--- src/rtl/usb_istr_pkg.sv ---
package usb_istr_pkg;
    localparam int NUM_FLAGS = 7;
    localparam int FLAG_LSB  = 8;
    localparam int BIT_CTR   = 15;
    localparam int BIT_DIR   = 4;
    localparam int IDX_BUSRST = 2;

    typedef enum logic [0:0] {
        ST_LIVE   = 1'b0,
        ST_FORCED = 1'b1
    } rst_state_e;
endpackage

--- src/rtl/usb_istr_rst_fsm.sv ---
module usb_istr_rst_fsm
    import usb_istr_pkg::*;
(
    input  logic clk,
    input  logic rst_n,
    input  logic force_rst,
    output logic held,
    output logic enter_pulse
);
    rst_state_e state_q, state_d;

    always_comb begin
        state_d = state_q;
        unique case (state_q)
            ST_LIVE:   if (force_rst)  state_d = ST_FORCED;
            ST_FORCED: if (!force_rst) state_d = ST_LIVE;
            default:   state_d = ST_LIVE;
        endcase
    end

    always_ff @(posedge clk or negedge rst_n) begin
        if (!rst_n) state_q <= ST_LIVE;
        else        state_q <= state_d;
    end

    always_comb begin
        held        = 1'b0;
        enter_pulse = 1'b0;
        unique case (state_q)
            ST_LIVE:   enter_pulse = force_rst;
            ST_FORCED: held = 1'b1;
            default:   held = 1'b0;
        endcase
    end
endmodule

--- src/rtl/usb_istr_flags.sv ---
module usb_istr_flags #(
    parameter int N = 7
) (
    input  logic         clk,
    input  logic         rst_n,
    input  logic [N-1:0] set_vec,
    input  logic         clr_en,
    input  logic [N-1:0] keep_vec,
    output logic [N-1:0] flags
);
    for (genvar b = 0; b < N; b++) begin : g_flag
        logic kept;
        assign kept = clr_en ? (flags[b] & keep_vec[b]) : flags[b];
        always_ff @(posedge clk or negedge rst_n) begin
            if (!rst_n) flags[b] <= 1'b0;
            else        flags[b] <= kept | set_vec[b];
        end
    end
endmodule

--- src/rtl/usb_istr_ep_enc.sv ---
module usb_istr_ep_enc #(
    parameter int NUM_EP = 8,
    localparam int ID_W  = 4
) (
    input  logic [NUM_EP-1:0] pend_in,
    input  logic [NUM_EP-1:0] pend_out,
    output logic              any_pend,
    output logic              dir,
    output logic [ID_W-1:0]   ep_id
);
    always_comb begin
        any_pend = |(pend_in | pend_out);
        dir      = 1'b0;
        ep_id    = '0;
        for (int i = NUM_EP - 1; i >= 0; i--) begin
            if (pend_in[i] || pend_out[i]) begin
                ep_id = ID_W'(i);
                dir   = pend_out[i];
            end
        end
    end
endmodule

--- src/rtl/usb_istr.sv ---
module usb_istr
    import usb_istr_pkg::*;
#(
    parameter int          NUM_EP     = 8,
    parameter int          ADDR_W     = 8,
    parameter logic [7:0]  REG_OFFSET = 8'h44
) (
    input  logic              clk,
    input  logic              rst_n,
    input  logic              force_rst,
    input  logic [6:0]        hw_evt,
    input  logic [NUM_EP-1:0] ep_ctr_in,
    input  logic [NUM_EP-1:0] ep_ctr_out,
    input  logic [7:0]        irq_mask,
    input  logic [ADDR_W-1:0] bus_addr,
    input  logic              bus_wr,
    input  logic [15:0]       bus_wdata,
    output logic [15:0]       bus_rdata,
    output logic              irq,
    output logic              periph_rst
);
    localparam logic [ADDR_W-1:0] OFFS = ADDR_W'(REG_OFFSET);

    logic                 wr_hit;
    logic                 enter_pulse;
    logic [NUM_FLAGS-1:0] set_any;
    logic [NUM_FLAGS-1:0] flags_q;
    logic                 ctr_any;
    logic                 ep_dir;
    logic [3:0]           ep_num;
    logic [15:0]          istr_val;

    assign wr_hit = bus_wr && (bus_addr == OFFS);

    usb_istr_rst_fsm u_fsm (
        .clk         (clk),
        .rst_n       (rst_n),
        .force_rst   (force_rst),
        .held        (periph_rst),
        .enter_pulse (enter_pulse)
    );

    always_comb begin
        set_any             = hw_evt;
        set_any[IDX_BUSRST] = hw_evt[IDX_BUSRST] | enter_pulse;
    end

    usb_istr_flags #(.N(NUM_FLAGS)) u_flags (
        .clk      (clk),
        .rst_n    (rst_n),
        .set_vec  (set_any),
        .clr_en   (wr_hit),
        .keep_vec (bus_wdata[FLAG_LSB +: NUM_FLAGS]),
        .flags    (flags_q)
    );

    usb_istr_ep_enc #(.NUM_EP(NUM_EP)) u_enc (
        .pend_in  (ep_ctr_in),
        .pend_out (ep_ctr_out),
        .any_pend (ctr_any),
        .dir      (ep_dir),
        .ep_id    (ep_num)
    );

    always_comb begin
        istr_val                         = '0;
        istr_val[BIT_CTR]                = ctr_any;
        istr_val[FLAG_LSB +: NUM_FLAGS]  = flags_q;
        istr_val[BIT_DIR]                = ep_dir;
        istr_val[3:0]                    = ep_num;
    end

    assign bus_rdata = (bus_addr == OFFS) ? istr_val : 16'h0000;
    assign irq       = |(istr_val[15:8] & irq_mask);
endmodule

--- config.mk ---
export PLATFORM = sky130hd
export DESIGN_NAME = usb_istr
export DESIGN_NICKNAME = d
export VERILOG_FILES = /design/src/rtl/usb_istr_pkg.sv /design/src/rtl/usb_istr_rst_fsm.sv /design/src/rtl/usb_istr_flags.sv /design/src/rtl/usb_istr_ep_enc.sv /design/src/rtl/usb_istr.sv
export SDC_FILE = /design/constraint.sdc
export NUM_CORES = 1
export LEC_CHECK = 0
export ABC_CLOCK_PERIOD_IN_PS = 2100
export BUFFER_PORTS_ARGS = -buffer_cell sky130_fd_sc_hd__buf_4
export CAP_MARGIN = 15
export CORE_ASPECT_RATIO = 0.75
export CORE_MARGIN = 1.5
export CORE_UTILIZATION = 38
export DETAILED_ROUTE_END_ITERATION = 16
export PLACE_DENSITY = 0.84
export SYNTH_ARGS = -nofsm -noshare
export SYNTH_HDL_FRONTEND = slang
export SYNTH_HIERARCHICAL = 1
export SYNTH_SLANG_ARGS = --single-unit
export TNS_END_PERCENT = 5
--- constraint.sdc ---
create_clock -name clk -period 2.1 [get_ports clk]
set_clock_uncertainty 0.2 [all_clocks]
set_input_delay 0.21 -clock clk [delete_from_list [all_inputs] [get_ports clk]]
set_output_delay 0.21 -clock clk [all_outputs]
set_load 0.03 [all_outputs]
==> metrics.txt <==
status=finished clean; Top Ports=77; Post CTS Setup Buffer Count=0; CP Capture Type=output port; layer carrying the most global-route usage=met2; average wire per standard cell=13.4 um; Final Cycle Share=90.7%; combined area of all synthesized cells=785 sq um; Pre-antenna DRT Iters=4; max-slew headroom at the worst pin=64.6%; startpoint of the worst register-to-register path=u_fsm/state_q; via count of the first global-routing pass=963; final wirelength=2.62 mm; maximum clock frequency=525 MHz; count of hold-fix buffers inserted at cts=8; share of synthesized area occupied by flip-flops and latches=25.5%; number of I/O port buffers=63; total overflow reported by the global router=0; num rows=14; Die Width=55.5 um; count of cells along the worst hold path=3; largest delay contributor family on the critical path=simple AND/OR/NAND/NOR gates; clock sink total=8; depth of the CTS H-tree=1; Nets=233; standby leakage power=0.688 nW; reg-to-reg endpoint=u_flags/flags[2]; power per cell area=304 mW/mm^2; CTS tree=built; startpoint type of the worst setup path=primary input; met3 track demand over resource=4.01%; VDD IR max=0.000375 V; vias=961; Final Total Pwr=416 uW; signal arrival time at the worst endpoint=1500 ps; Synth Instances=100; worst hold path endpoint=u_flags/flags[2]; Final TNS setup=0 ps; worst path bufs/invs=2; number of maximum-capacitance violations=0; dominant register cell in the synthesized netlist=dfrtp_1; # setup viols final=0; pin slew with the least headroom to its limit=528 ps; slowest stage cell on the critical path=nor4_2; wire length of the first global-routing pass=4.29 mm; antenna cell count=0; effective utilization at floorplan=39.6%; Synth-to-Final Area Change=74.5%; Final Wtd Congestion=0.849; critical path peak fanout=4; Via-to-Cell Ratio=4.90; clock root cell=clkbuf_4; flip-flop and latch count after synthesis=8; class of the most critical setup path=primary input to output port; global routing usage summed across all routing layers=23.4%; Post-DRT Antenna Nets=0; mean post-synth cell area=7.85 sq um; CP Data Required Time=1690 ps; Register-to-Register Path Depth=3; full die area=0.00235 sq mm; CTS-repair resized insts=0; worst-path cell chain=buf_4 -> nor4_2 -> and3_1 -> nand4_1 -> a22oi_1 -> nand4_1 -> buf_4; number of pins exceeding their max-slew limit in the final report=0; met1 usage=26.2%; drt initial violations=28; async set-reset flop share out of synthesis=100%; Max stage delay on crit path=320 ps; DRC violations left=0; cts bufs inserted=3; RSZ-0062 raised after global routing=false; floorplan core area=0.00198 sq mm; hold violation total from the final report=0; die height=42.4 um; clock-pin slew on the worst setup and hold paths=50 ps; half-perimeter wire length after placement=2.01 mm; cell taking the most area after synthesis=dfrtp_1; Skew-Pair Late Insertion Delay=240 ps; synth unique cells=31; crit path time final=1910 ps; Global Route met2 Usage=46.0%; Yosys top cell area share=25.5%; number of enable flip-flop cells after synthesis=0; worst setup slack for register-to-register paths=900 ps; number of antenna violations at the first check in global routing=0; fraction of final layout cells sized beyond drive strength 1=49.4%; top post-synthesis cells by area=dfrtp_1 26%, nor3_2 11%, inv_1 8.1%, a21o_1 6.7%, nand2b_1 5.6%; largest net degree at the start of global routing=15; Yosys warnings=6; maximum root-to-sink buffer count=2; hold wc startpoint=hw_evt[2]; worst hold path class=primary input to flop
## worst max path at each step
stage / slack [ps] / start / cells after the start / to
6_report: 190 / ep_ctr_out[5] / 7 / irq
4_1_cts: 210 / bus_addr[1] / 5 / bus_rdata[0]
3_5_place_dp: 210 / ep_ctr_out[5] / 7 / irq
2_1_floorplan: 170 / bus_addr[1] / 3 / bus_rdata[0]
5_1_grt: 60 / ep_ctr_out[5] / 7 / irq
3_3_place_gp: 210 / bus_addr[1] / 5 / bus_rdata[0]
## cell families (layout without fill, tap and decap cells)
logic type | after synthesis | in the layout | synth area share [%]
AND/OR/NAND/NOR | 44 | 44 | 39.6
buffers and inverters | 25 | 95 | 15.2
AO/OA/AOI/OAI | 21 | 21 | 18.8
flip-flops | 8 | 8 | 25.5
other | 2 | 4 | 0.957
## metrics by stage
step / utilization, % / instance area [sq um] / std cells / setup WS [ps] / hold WS, ps
after floorplan: - / 792 / 102 / 170 / -286
after global placement: 64.0 / 1270 / 185 / 206 / -171
after detailed placement: 64.0 / 1270 / 185 / 215 / -169
after CTS: 69.2 / 1370 / 196 / 208 / 24.4
after global routing: 69.2 / 1370 / 196 / 57.8 / 35.3
final: 69.2 / 1370 / 196 / 195 / 33.0
## cells in the mapped netlist (all sizes together) (2+ instances only)
| cell type | n |
|---|---|
| nand2 | 4 |
| nand2b | 7 |
| dfrtp | 8 |
| a21o | 7 |
| nor2 | 8 |
| conb | 2 |
| nor4 | 2 |
| a22oi | 4 |
| nand4 | 2 |
| nor3 | 15 |
| o21ai | 2 |
| buf | 7 |
| a21oi | 4 |
| inv | 18 |
## cell type report
class | instances | area (sq um)
fillers | 146 | 611
repair buffers | 74 | 576
multi-input cells | 69 | 473
flip-flops and latches | 8 | 200
inverters | 18 | 67.6
well taps | 24 | 30.0
clock buffers | 3 | 22.5
## sequential cells by signal, summed over array words and instances (netlist names)
register and flops:
u_flags/flags 7, u_fsm/state_q 1
## layer usage
layer | wire [um] | part of all wire (%)
met3 | 119 | 4.5
met2 | 1440 | 55
met4 | 9 | 0.34
met5 | 0 | 0
met1 | 1050 | 40
## cells in the final DEF, fill, tap and decap left out
master / netlist / final
a2111oi_0: 1 / 1
a21o_1: 7 / 7
a21oi_1: 3 / 3
a21oi_2: 1 / 1
a22oi_1: 4 / 4
a31oi_1: 1 / 1
and3_1: 1 / 1
buf_4: 4 / 66
clkbuf_4: 0 / 3
conb_1: 2 / 4
dfrtp_1: 8 / 8
dlygate4sd3_1: 0 / 8
inv_1: 17 / 17
inv_2: 1 / 1
nand2_1: 4 / 4
nand2b_1: 7 / 7
nand4_1: 2 / 2
nand4bb_1: 1 / 1
nor2_1: 8 / 8
nor2b_4: 1 / 1
nor3_1: 5 / 5
nor3_2: 9 / 9
nor3_4: 1 / 1
nor3b_1: 1 / 1
nor4_2: 2 / 2
o21ai_0: 1 / 1
o21ai_1: 1 / 1
o31ai_1: 1 / 1
o41ai_1: 1 / 1
or2_2: 1 / 1
or4_1: 1 / 1
## tightest hold or removal path, stage by stage
cell and delay, ps:
buf_4 70, or2_2 90, a21o_1 70
## power breakdown
part	internal (mW)	total, mW	switching (mW)
Combinational	0.0870	0.147	0.0600
Sequential	0.156	0.157	0.00137
Clock	0.0651	0.112	0.0473
Note: power is estimated with default switching activity, not from simulation.
